### src/rtl/bfs_pkg.sv
package bfs_pkg;
  typedef enum logic [1:0] {
    FLT_NONE = 2'b00,
    FLT_OC   = 2'b01,
    FLT_OT   = 2'b10,
    FLT_UV   = 2'b11
  } fault_e;
endpackage

### src/rtl/oc_deglitch.sv
module oc_deglitch #(
  parameter int NUM_SW  = 4,
  parameter int DEG_CYC = 250
) (
  input  logic              clk,
  input  logic              rst,
  input  logic              clr,
  input  logic              mask,
  input  logic [NUM_SW-1:0] oc_flag,
  output logic              trip
);
  localparam int CW = $clog2(DEG_CYC + 1);
  localparam logic [CW-1:0] LIM = CW'(DEG_CYC - 1);

  logic [NUM_SW-1:0] sw_hit;
  logic              active;
  logic [CW-1:0]     cnt;

  // qualify each switch flag individually; masked during lockout
  for (genvar i = 0; i < NUM_SW; i++) begin : g_sw
    assign sw_hit[i] = oc_flag[i] & ~mask;
  end

  assign active = |sw_hit;
  assign trip   = active && (cnt == LIM);

  always_ff @(posedge clk) begin
    if (rst || clr)        cnt <= '0;
    else if (!active)      cnt <= '0;
    else if (cnt == LIM)   cnt <= '0;
    else                   cnt <= cnt + 1'b1;
  end

  // confirmation only after a run of active samples (DEG_CYC >= 2)
  a_r3_trip_after_run: assert property (@(posedge clk) disable iff (rst)
    trip |-> $past(active));

  // a masked cycle leaves no persistence count behind
  a_r5_mask_clears: assert property (@(posedge clk) disable iff (rst)
    ($past(mask) && !$past(rst)) |-> (cnt == '0));
endmodule

### src/rtl/retry_timer.sv
module retry_timer #(
  parameter int RETRY_CYC = 125000
) (
  input  logic clk,
  input  logic rst,
  input  logic clr,
  input  logic trip,
  output logic lock
);
  localparam int CW = $clog2(RETRY_CYC + 1);
  localparam logic [CW-1:0] LIM = CW'(RETRY_CYC - 1);

  logic [CW-1:0] rcnt;

  always_ff @(posedge clk) begin
    if (rst || clr) begin
      lock <= 1'b0;
      rcnt <= '0;
    end else if (lock) begin
      if (rcnt == LIM) begin
        lock <= 1'b0;
        rcnt <= '0;
      end else begin
        rcnt <= rcnt + 1'b1;
      end
    end else if (trip) begin
      lock <= 1'b1;
      rcnt <= '0;
    end
  end

  // lockout only starts from a confirmed fault
  a_r4_lock_from_trip: assert property (@(posedge clk) disable iff (rst)
    $rose(lock) |-> $past(trip));

  // lockout ends only at its terminal count unless wiped
  a_r4_release_terminal: assert property (@(posedge clk) disable iff (rst)
    ($fell(lock) && !$past(clr) && !$past(rst)) |-> ($past(rcnt) == LIM));
endmodule

### src/rtl/fault_merge.sv
module fault_merge
  import bfs_pkg::*;
(
  input  logic   clk,
  input  logic   rst,
  input  logic   lock,
  input  logic   ot,
  input  logic   uv,
  output logic   off_q,
  output fault_e code_q
);
  always_ff @(posedge clk) begin
    if (rst) begin
      off_q  <= 1'b0;
      code_q <= FLT_NONE;
    end else if (uv) begin
      off_q  <= 1'b1;
      code_q <= FLT_UV;
    end else if (ot) begin
      off_q  <= 1'b1;
      code_q <= FLT_OT;
    end else if (lock) begin
      off_q  <= 1'b1;
      code_q <= FLT_OC;
    end else begin
      off_q  <= 1'b0;
      code_q <= FLT_NONE;
    end
  end

  // undervoltage wins
  a_r8_uv_first: assert property (@(posedge clk) disable iff (rst)
    ($past(uv) && !$past(rst)) |-> (code_q == FLT_UV && off_q));

  // thermal disables when undervoltage is absent
  a_r6_ot_off: assert property (@(posedge clk) disable iff (rst)
    ($past(ot) && !$past(uv) && !$past(rst)) |-> (code_q == FLT_OT && off_q));

  // lockout holds the bridge off
  a_r4_lock_off: assert property (@(posedge clk) disable iff (rst)
    ($past(lock) && !$past(rst)) |-> off_q);
endmodule

### src/rtl/bridge_fault_sup.sv
module bridge_fault_sup
  import bfs_pkg::*;
#(
  parameter int NUM_SW    = 4,
  parameter int DEG_CYC   = 250,
  parameter int RETRY_CYC = 125000
) (
  input  logic              clk,
  input  logic              rst,
  input  logic [NUM_SW-1:0] oc_flag,
  input  logic              ot_flag,
  input  logic              uv_flag,
  output logic              bridge_off,
  output logic [1:0]        fault_code
);
  logic   trip;
  logic   lock;
  fault_e code;

  oc_deglitch #(.NUM_SW(NUM_SW), .DEG_CYC(DEG_CYC)) u_deg (
    .clk(clk), .rst(rst), .clr(uv_flag), .mask(lock),
    .oc_flag(oc_flag), .trip(trip)
  );

  retry_timer #(.RETRY_CYC(RETRY_CYC)) u_rty (
    .clk(clk), .rst(rst), .clr(uv_flag), .trip(trip), .lock(lock)
  );

  fault_merge u_mrg (
    .clk(clk), .rst(rst), .lock(lock), .ot(ot_flag), .uv(uv_flag),
    .off_q(bridge_off), .code_q(code)
  );

  assign fault_code = code;

  // disable and status agree
  a_r9_off_matches_code: assert property (@(posedge clk) disable iff (rst)
    bridge_off == (fault_code != 2'b00));
endmodule

### config.mk
export PLATFORM = sky130hd
export DESIGN_NAME = bridge_fault_sup
export DESIGN_NICKNAME = d
export VERILOG_FILES = /design/src/rtl/bfs_pkg.sv /design/src/rtl/oc_deglitch.sv /design/src/rtl/retry_timer.sv /design/src/rtl/fault_merge.sv /design/src/rtl/bridge_fault_sup.sv
export SDC_FILE = /design/constraint.sdc
export NUM_CORES = 1
export LEC_CHECK = 0
export CORE_ASPECT_RATIO = 2
export CORE_MARGIN = 2
export CORE_UTILIZATION = 45
export CTS_BUF_LIST = sky130_fd_sc_hd__clkbuf_8 sky130_fd_sc_hd__clkbuf_16
export DETAILED_ROUTE_END_ITERATION = 6
export GPL_ROUTABILITY_DRIVEN = 1
export RECOVER_POWER = 50
export SYNTH_ARGS = -nofsm -noshare
export SYNTH_HDL_FRONTEND = slang
export SYNTH_SLANG_ARGS = --single-unit
### constraint.sdc
create_clock -name clk -period 2.39 [get_ports clk]
set_clock_uncertainty 0.15 [all_clocks]
set_input_delay 0.3585 -clock clk [delete_from_list [all_inputs] [get_ports clk]]
set_output_delay 0.3585 -clock clk [all_outputs]
set_load 0.005 [all_outputs]
# == Yosys cells after proc, flatten, opt, wreduce, memory -nomap -nowiden ==
# Index checks and enable logic that the tools add are counted.
# classes
reduce_logical,5
n_bitwise,6
n_eq_ne,2
muxes,12
add_sub_neg,2
# op_table
operator,count
17-bit two-way mux,3
17-bit by 1-bit adder with 17-bit output (second input constant),1
17-bit == test (second input constant),1
8-bit by 1-bit adder with 8-bit output (second input constant),1
8-bit == test (second input constant),1
1-bit two-way mux,7
1-bit AND,4
2-bit two-way mux,2
4-bit OR reduction,1
3-bit OR reduction,1
1-bit inverter,2
2-bit nonzero test,1
1-bit logical AND,1
1-bit logical OR,1
# word_totals
ff_bits,29
wordCells,32
in_bits,8

# == Depth between registers and ports, before layout ==
# Gate-level depths: netlist of run 1.
# logic_depth
ltp_word,6
depth_mapped,8
mapped_depth_nobuf,7

# == Modules after synthesis ==
# Synthesis of run 1 repeated with hierarchy kept, for this count alone.
# hier_totals
cells_unflattened,173
area_unflattened_um2,1475.2
# by_module_without_submodules
module,instances,area_per_inst_um2,cells_per_inst,seq_area_each_um2
retry_timer,1,967.2,122,360.3
oc_deglitch,1,412.9,41,160.2
fault_merge,1,95.1,10,60.1

# == Worst setup path after synthesis of run 1 ==
# Ideal clock, no wire load.
# synth_timing
kind,register to register
startpoint,reg u_rty.rcnt[0]
endpoint,reg u_rty.rcnt[15]
setup_time_ns,0.117
n_path_buf,1
arrival_ns,1.506
setup_slack_ns,0.617
path_stages_with_launch,8
cell_sequence,dfxtp_1 > ha_1 > nor4bb_1 > and4_1 > buf_6 > nor2_4 > a21o_1 > a22o_1
# synth_between
elab_chain_cells,3
word_cells_on_any_way,4
# synth_rtl
element,line,text
start: declaration,retry_timer.sv:13,logic [CW-1:0] rcnt;
start signal: assignment,retry_timer.sv:24,rcnt <= rcnt + 1'b1;
17-bit by 1-bit adder with 17-bit output or 17-bit == test (tied branches),"retry_timer.sv:24, retry_timer.sv:20",
17-bit two-way mux (*),retry_timer.sv:20,if (rcnt == LIM) begin
17-bit two-way mux (*),retry_timer.sv:19,end else if (lock) begin
# Mark *: on every way between the ends. The rest lies on a longest branch, timed or not.
# A chain may end at the register's enable or synchronous reset.

# == Worst setup path in the final report of run 1 ==
# layout_timing
startpoint,reg u_rty.rcnt[0]
endpoint,reg u_rty.rcnt[12]
# The elaborated chain is that of the path after synthesis.

==> impl_metrics.csv, run 1 <==
group,metric,value,unit
sta,layout_setup_ws,0.390,ns
detailed_routing,first_iter_violations,32,
critical_path,crit_family,"simple AND/OR/NAND/NOR gates",
pwr,p_leak,0.569,nW
detailed_routing,ant_nets,0,
detailed_routing,drc,0,
sta,setup-violations-final,0,
critical_path,rr_worst_depth,7,
finish,nFillCells,287,
sta,fmax,500,MHz
clock_tree,cts_tree,"built",
finish,final_nets,192,
detailed_routing,vias,1237,
finish,layout-drive-gt1-share,11.0,%
clock_tree,htree_levels,2,
clock_tree,cts_made_buffers,5,
clock_tree,clockRootBuffer,"clkbuf_8",
logic_synthesis,synth-edff-count,0,
grt,grt_pass1_wl,5.18,mm
critical_path,path_max_fanout,20,
floorplan,core_area,2940,um2
sta,finalHoldViolCount,0,
sta,max_slew_margin,69.4,%
detailed_routing,first_pass_iters,4,
grt,grt_max_degree,21,
clock_tree,clk_pin_slew,0.06,ns
sta,fin_crit_sh,83.7,%
critical_path,critPathSlowestCell,"nor2_4",
critical_path,path_depth,7,
clock_tree,hold_buffers,0,
critical_path,crit_type,"flip-flop to flip-flop",
clock_tree,insertion_delay,0.28,ns
detailed_routing,drt_wl_total,3.13,mm
pwr,p_total,0.000984,W
critical_path,startpoint,"u_rty.rcnt[0]",
sta,slew_violations,0,
floorplan,start_util,47.0,%
logic_synthesis,synthTopCellsByArea,"dfxtp_1 (42%), nor2_1 (6.0%), a21oi_1 (5.4%)",
finish,area_growth,18.3,%
grt,globalRouteOverflowTotal,0,
logic_synthesis,ys_warn_count,0,
place,gp_congestion,0.778,
critical_path,critPathArrivalTime,2.06,ns
grt,antenna_found_initial,0,
critical_path,crit_path_end_kind,"flip-flop",
logic_synthesis,synth_cells,161,
run,maxCapViolations,0,
min_path,min_path_type,"flip-flop to flip-flop",
pwr,ir_worst_vdd,0.368,mV
place,portBuffers,10,
floorplan,io_pins,11,
grt,grt_pass1_vias,1175,
floorplan,die_h,82.4,um
critical_path,startpoint_type,"flip-flop",
logic_synthesis,synth_top_area_cell,"dfxtp_1",
logic_synthesis,async_reset_ff_share,0,%
logic_synthesis,syn_area,1380,um2
outcome,status,"completed",
clock_tree,clock-sinks,29,
sta,timing.setup.tns,0,ns
sta,grt_setup_unrepaired,"false",
clock_tree,cts_setup_buffers,0,
pwr,p_per_area,602,nW/um2
logic_synthesis,yosys-top-cells-count,"dfxtp_1 (29), nor2_1 (22), a21oi_1 (15)",
logic_synthesis,seq_area_frac_synth,42.0,%
critical_path,rr_startpoint,"u_rty.rcnt[0]",
logic_synthesis,yosysMostFrequentCell,"dfxtp_1",
logic_synthesis,avgSynthCellArea,8.59,um2
detailed_routing,viasPerCell,5.83,
sta,fin_crit,2.00,ns
grt,track_usage,19.6,%
critical_path,crit_chain,"ha_1 -> nor4bb_1 -> and4_1 -> nor2_4 -> buf_4 -> a21oi_1 -> a31oi_1",
finish,n_antenna_cell,0,
logic_synthesis,synth-seq-cells,29,
logic_synthesis,synth_cell_type_count,35,
place,dp_hpwl,2.37,mm
sta,worst_pin_slew,0.455,ns
min_path,hold_start,"u_rty.rcnt[15]",
critical_path,crit_path_max_incr_delay,0.36,ns
critical_path,crit_required,2.45,ns
clock_tree,post_cts_resized,0,
min_path,hold-path-cell-count,1,
logic_synthesis,ys.flop_type,"dfxtp_1",
critical_path,path_buf_inv,1,
floorplan,rows,28,
place,post-place-ws,0.197,ns
logic_synthesis,synthesis.nets,172,
floorplan,chipWidth,43.2,um
logic_synthesis,yosys.area.top_type_share,42.0,%
floorplan,dieArea,3560,um2
detailed_routing,wire_per_inst,14.7,um
clock_tree,cts_buffer_depth,2,
-- through the flow --
step	cells	hold slack, ns	util (%)	area [um2]
4_1_cts	212	0.350	55.8	1640
3_5_place_dp	204	0.335	52.4	1540
5_1_grt	212	0.374	55.6	1640
3_3_place_gp	204	0.324	52.4	1540
6_report	212	0.353	55.6	1640
2_1_floorplan	161	0.278	-	1380
-- cell type report --
type                       count  area, um2  share of cell area [%]
sequential                    29        581                    35.5
clock buffer                   7       96.3                    5.89
timing repair buffer          17        145                    8.88
clock inverter                 1       5.00                   0.306
multi-input combinational    121        744                    45.5
inverter                       7       26.3                    1.61
tap                           30       37.5                    2.30
-- cells in the final DEF (no fill, tap or decap), types with 2 or more instances in the layout --
cell	Yosys	final
and4_1	2	2
nand3_1	10	10
dlygate4sd3_1	0	4
nor4_1	2	2
or3_1	7	7
nand2_1	10	10
clkbuf_8	0	7
nor3_1	6	6
nand4_1	2	2
ha_1	3	3
nand3_2	2	2
clkbuf_1	1	2
o21ai_0	5	5
clkdlybuf4s50_1	0	6
a21oi_1	15	15
nor4_2	2	2
a31oi_1	9	9
a22o_1	2	2
xnor2_1	5	5
a21o_1	2	2
nand3b_1	2	2
nor2_1	22	22
nor4b_1	2	2
buf_4	0	5
inv_1	7	7
dfxtp_1	29	29
-- final timing paths --
kind	end	slack [ns]
max	u_rty.rcnt[12]	0.39
min	u_rty.rcnt[15]	0.35
max reg2reg	u_rty.rcnt[12]	0.39
min reg2reg	u_rty.rcnt[15]	0.35
-- worst register-to-register path, stage by stage (launching register included) --
cell      delay [ns]
dfxtp_1         0.35
ha_1            0.26
nor4bb_1        0.15
and4_1          0.25
nor2_4          0.36
buf_4           0.22
a21oi_1         0.06
a31oi_1         0.14
-- metal layers --
metal / track usage, % / share of wire (%) / vias to the layer above / routed length [um]
met1: 17.6 / 37 / 588 / 1170
met5: 0 / 0 / - / 0
met2: 38.4 / 57 / 21 / 1790
li1: - / - / 621 / -
met3: 3.91 / 2.8 / 7 / 89
met4: 11.5 / 2.3 / 0 / 72
-- where the power goes --
part           leakage [nW]  switching [W]  internal [W]   total, W
Sequential            0.235     0.00000316      0.000488   0.000491
Clock                0.0542       0.000190      0.000260   0.000450
Combinational         0.280      0.0000192     0.0000228  0.0000421
-- cell families after synthesis --
logic type	share of synthesized area [%]
buffers and inverters	4.16
AO/OA/AOI/OAI	15.2
multiplexers	0.724
flip-flops	42.0
XOR/XNOR	3.80
AND/OR/NAND/NOR	31.4
adder cells (fa/ha/maj)	2.72
-- sequential cells by signal (all words and copies together), names as in the netlist --
name / flops
u_deg.cnt: 8
u_rty.lock: 1
u_rty.rcnt: 17
u_mrg.off_q: 1
u_mrg.code_q: 2
(Power assumes the default switching activity.)
==> inputs of run 2 (changes only) <==
Settings changed: PLACE_DENSITY set to 0.67.
Clock period 2.39 ns to 1.8 ns, I/O delays scaled along.
==> impl_metrics.csv, run 2 (synthesis results as in run 1) <==
group,metric,value,unit
finish,reg_top3,"u_rty.rcnt: 17 flops, u_deg.cnt: 8 flops, u_mrg.code_q: 2 flops",
sta,finalHoldViolCount,0,
sta,fin_crit,1.81,ns
grt,globalRouteOverflowTotal,0,
grt,grt_pass1_wl,6.12,mm
critical_path,startpoint_type,"flip-flop",
floorplan,start_util,47.0,%
place,gp_congestion,0.864,
finish,area_growth,46.0,%
critical_path,crit_chain,"nor4b_1 -> and4_4 -> buf_4 -> nor3_1 -> a21oi_1 -> nor3_1",
detailed_routing,first_iter_violations,27,
clock_tree,htree_levels,2,
clock_tree,hold_buffers,0,
floorplan,dieArea,3560,um2
clock_tree,clock-sinks,29,
clock_tree,insertion_delay,0.28,ns
finish,final_common_cell,"buf_4",
critical_path,crit_path_max_incr_delay,0.37,ns
pwr,p_per_area,699,nW/um2
outcome,status,"finished with violations",
critical_path,path_max_fanout,9,
grt,track_usage,22.6,%
detailed_routing,vias,1424,
detailed_routing,viasPerCell,5.91,
floorplan,die_h,82.4,um
grt,use_met2,43.0,%
grt,grt_pass1_vias,1434,
finish,n_antenna_cell,0,
sta,max_slew_margin,74.3,%
detailed_routing,drt_wl_total,3.75,mm
sta,fmax,553,MHz
place,placed_cell_area,1740,um2
run,maxCapViolations,0,
grt,grt.met1_usage,21.3,%
critical_path,crit_required,1.80,ns
critical_path,crit_path_end_kind,"flip-flop",
sta,worst_pin_slew,0.382,ns
grt,use_met3,4.57,%
detailed_routing,first_pass_iters,4,
pwr,p_total,0.00141,W
finish,final_nets,221,
sta,slew_violations,0,
grt,grt_max_degree,11,
clock_tree,cts_made_buffers,5,
critical_path,crit_type,"flip-flop to flip-flop",
sta,grt_setup_unrepaired,"true",
sta,fin_crit_sh,100,%
outcome,failed_checks,"negative setup slack",
critical_path,critPathArrivalTime,1.81,ns
finish,regMostFlops,"u_rty.rcnt",
grt,top_usage_layer,"met2",
critical_path,critPathMostFrequentCell,"nor3_1",
place,portBuffers,10,
floorplan,chipWidth,43.2,um
clock_tree,cts_buffer_depth,2,
min_path,min_path_type,"flip-flop to flip-flop",
sta,setup-violations-final,1,
clock_tree,clockRootBuffer,"clkbuf_8",
clock_tree,cts_tree,"built",
clock_tree,clk_pin_slew,0.07,ns
detailed_routing,drc,0,
finish,nFillCells,244,
floorplan,io_pins,11,
finish,final_cell_mix,"buf_4 (32), dfxtp_1 (22), nor2_1 (21)",
detailed_routing,ant_nets,0,
pwr,ir_worst_vdd,0.604,mV
grt,antenna_found_initial,0,
sta,layout_setup_ws,-0.00808,ns
finish,layout-drive-gt1-share,35.1,%
finish,largest_register_ffs,17,
pwr,p_leak,0.785,nW
critical_path,critPathSlowestCell,"dfxtp_1",
finish,fin_area,2020,um2
floorplan,rows,28,
place,dp_hpwl,2.57,mm
floorplan,core_area,2940,um2
detailed_routing,wire_per_inst,15.6,um
-- run 2: cell types whose count changed in the layout (fill, tap and decap cells not counted), moves of 3 or more --
cell,before,now
buf_4,5,32
dfxtp_1,29,22
dfxtp_2,0,7
dlymetal6s2s_1,0,4
a21oi_1,15,12
a21oi_2,0,3
clkdlybuf4s50_1,6,3
-- run 2: repair_timing --
item                                    4_1_cts  5_1_grt
cloned                                        0        2
pin swaps                                     2        7
buffers inserted                              1        1
endpoints found under the setup margin       18       18
resized for setup                             9       29
-- run 2: layout make-up --
cell class / count / area [um2] / share of cell area, %
clock buffer: 6 / 82.6 / 4.09
multi-input combinational: 123 / 887 / 44.0
clock inverter: 2 / 33.8 / 1.67
sequential: 29 / 589 / 29.2
timing repair buffer: 44 / 362 / 17.9
inverter: 7 / 26.3 / 1.30
tap: 30 / 37.5 / 1.86
-- run 2: final timing paths --
check	depth (start not counted)	start	to	slack (ns)
worst min register to register	2	u_rty.rcnt[16]	u_rty.rcnt[16]	0.35
worst max register to register	6	u_rty.rcnt[3]	u_rty.rcnt[0]	-0.008
worst min-delay path	2	u_rty.rcnt[16]	u_rty.rcnt[16]	0.35
worst max-delay path	6	u_rty.rcnt[3]	u_rty.rcnt[0]	-0.008
-- run 2: critical path, delay by kind of cell, from the launching register on --
kind,cells,cell delay (ns)
flops,1,0.37
simple gates,4,0.77
compound gates,1,0.20
buf+inv,1,0.18
-- run 2: metal layers --
layer | routed length, um | vias up
met3 | 95 | 21
met4 | 232 | 0
met5 | 0 | -
met2 | 2090 | 34
li1 | - | 687
met1 | 1330 | 682
-- run 2: through the flow --
| stage | utilization [%] | setup TNS (ns) | std cells | hold slack, ns | setup slack (ns) |
|---|---|---|---|---|---|
| global placement | 59.0 | -4.05 | 230 | 0.331 | -0.288 |
| finish | 68.6 | -0.00808 | 241 | 0.349 | -0.00808 |
| detailed placement | 59.0 | -5.23 | 230 | 0.337 | -0.355 |
| CTS | 64.7 | 0 | 238 | 0.345 | 0.000534 |
| floorplan | - | 0 | 161 | 0.189 | 0.0273 |
| global route | 68.6 | -0.263 | 241 | 0.385 | -0.0927 |
-- run 2: where the power goes --
part	internal, W	leakage, nW	switching (W)
sequential	0.000648	0.238	0.00000272
clock	0.000445	0.0626	0.000247
combinational	0.0000353	0.484	0.0000327
==> inputs of run 3 (changes only) <==
Settings changed: CORE_ASPECT_RATIO 2 to 0.8.
==> impl_metrics.csv, run 3 (synthesis results as in run 1) <==
group,metric,value,unit
critical_path,crit_required,1.83,ns
floorplan,start_util,48.5,%
pwr,p_per_area,603,nW/um2
critical_path,critPathArrivalTime,1.90,ns
sta,grt_setup_unrepaired,"true",
clock_tree,cts_tree,"built",
detailed_routing,drt_wl_total,3.86,mm
floorplan,io_pins,11,
critical_path,r2r_end,"u_rty.rcnt[15]",
critical_path,path_buf_inv,3,
min_path,hold-path-cell-count,2,
min_path,whs_endpoint,"u_rty.rcnt[14]",
min_path,min_path_type,"flip-flop to flip-flop",
detailed_routing,vias,1427,
pwr,ir_worst_vdd,0.487,mV
clock_tree,clockRootBuffer,"clkbuf_8",
pwr,p_leak,0.766,nW
finish,final_cell_mix,"buf_4 (32), dfxtp_1 (23), nor2_1 (22)",
clock_tree,htree_levels,2,
grt,track_usage,22.9,%
outcome,status,"finished with violations",
sta,max_slew_margin,79.6,%
finish,final_common_cell,"buf_4",
critical_path,critPathSlowestCell,"clkdlybuf4s50_1",
sta,worst_pin_slew,0.306,ns
clock_tree,clk_pin_slew,0.06,ns
finish,seq_area,588,um2
floorplan,chipWidth,66.0,um
grt,globalRouteOverflowTotal,0,
detailed_routing,wire_per_inst,15.3,um
run,maxCapViolations,0,
min_path,hold_start,"u_rty.rcnt[14]",
finish,final_nets,224,
grt,grt_max_degree,10,
floorplan,die_h,53.6,um
place,gp_congestion,0.821,
critical_path,rrSetupSlack,-0.07,ns
sta,fin_crit,1.87,ns
finish,multiInputGateArea,860,um2
critical_path,crit_type,"input port to flip-flop",
grt,grt_pass1_wl,5.93,mm
critical_path,rr_startpoint,"u_rty.rcnt[9]",
sta,fin_crit_sh,104,%
floorplan,core_area,2850,um2
pwr,p_total,0.00123,W
finish,layout-drive-gt1-share,34.1,%
sta,setup-violations-final,11,
critical_path,crit_path_end_kind,"flip-flop",
sta,fmax,534,MHz
finish,reg_top3,"u_rty.rcnt: 17 flops, u_deg.cnt: 8 flops, u_mrg.code_q: 2 flops",
critical_path,crit_family,"buffers and inverters",
finish,regMostFlops,"u_rty.rcnt",
critical_path,crit_chain,"clkdlybuf4s50_1 -> nor4_2 -> buf_4 -> nor4_4 -> nor4_2 -> buf_4 -> a21o_1 -> a22o_1",
detailed_routing,ant_nets,0,
place,portBuffers,10,
finish,largest_register_ffs,17,
floorplan,rows,17,
grt,grt_pass1_vias,1324,
critical_path,rr_worst_depth,5,
finish,nFillCells,204,
critical_path,startpoint_type,"input port",
detailed_routing,first_pass_iters,5,
clock_tree,insertion_delay,0.29,ns
grt,antenna_found_initial,0,
sta,finalHoldViolCount,0,
critical_path,path_max_fanout,6,
critical_path,startpoint,"oc_flag[0]",
outcome,failed_checks,"negative setup slack",
clock_tree,cts_buffer_depth,2,
detailed_routing,viasPerCell,5.66,
sta,layout_setup_ws,-0.0718,ns
place,dp_hpwl,2.36,mm
detailed_routing,drc,0,
clock_tree,clock-sinks,29,
finish,n_antenna_cell,0,
floorplan,dieArea,3530,um2
critical_path,crit_path_max_incr_delay,0.51,ns
place,post-place-ws,-0.342,ns
sta,holdWs,0.363,ns
clock_tree,cts_made_buffers,5,
sta,slew_violations,0,
finish,area_growth,47.5,%
detailed_routing,first_iter_violations,94,
## run 3: cell count changes in the layout (fill, tap and decap cells not counted), sizes merged, moves of 2 or more
cell / change
buf: +5
clkdlybuf4s50: +3
dlymetal6s2s: -4
inv: +2
## run 3: routing by layer
metal / vias to the layer above / global-route usage [%] / routed length (um)
met2: 54 / 37.0 / 1810
met3: 14 / 6.28 / 237
met4: 0 / 10.9 / 100
met1: 666 / 28.8 / 1720
li1: 693 / - / -
met5: - / 0 / 0
## run 3: worst min-delay path: stages, from the launching register on
cell and delay (ns):
dfxtp_1 0.33, inv_1 0.08, o22ai_1 0.06
## run 3: worst max path at each step
| stage | endpoint | slack, ns | depth (start not counted) |
|---|---|---|---|
| 6_report | u_rty.rcnt[15] | -0.07 | 8 |
| 5_1_grt | u_rty.rcnt[15] | -0.16 | 5 |
| 4_1_cts | u_rty.rcnt[15] | 0.003 | 7 |
| 3_5_place_dp | u_rty.rcnt[15] | -0.34 | 8 |
| 3_3_place_gp | u_rty.rcnt[15] | -0.31 | 8 |
| 2_1_floorplan | u_rty.rcnt[15] | 0.03 | 7 |
## run 3: through the flow
stage	instance area, um2	cells	utilization, %	TNS, ns
after floorplan	1380	161	-	0
after global placement	1750	237	61.5	-3.35
after detailed placement	1750	237	61.5	-3.69
after CTS	1920	250	67.4	0
after global routing	2040	252	71.6	-1.69
final	2040	252	71.6	-0.372
## run 3: power breakdown
part / total, W / leakage [nW] / switching, W / internal [W]
Sequential: 0.000651 / 0.238 / 0.00000231 / 0.000648
Combinational: 0.0000726 / 0.477 / 0.0000339 / 0.0000387
Clock: 0.000505 / 0.0519 / 0.000249 / 0.000257
## run 3: area by class of cell
type                       count  area share (%)
clock inverter                 3           0.552
sequential                    29            28.8
tap                           38            2.33
multi-input combinational    121            42.1
clock buffer                   5            3.37
inverter                       7            1.29
timing repair buffer          49            21.5
## run 3: timing repair
item                       4_1_cts  5_1_grt
hold buffers                     0        0
gates cloned                     0        1
setup endpoints to repair        7       15
gates resized for setup         11       24
pin swaps                        1        2
setup buffers                    5        1
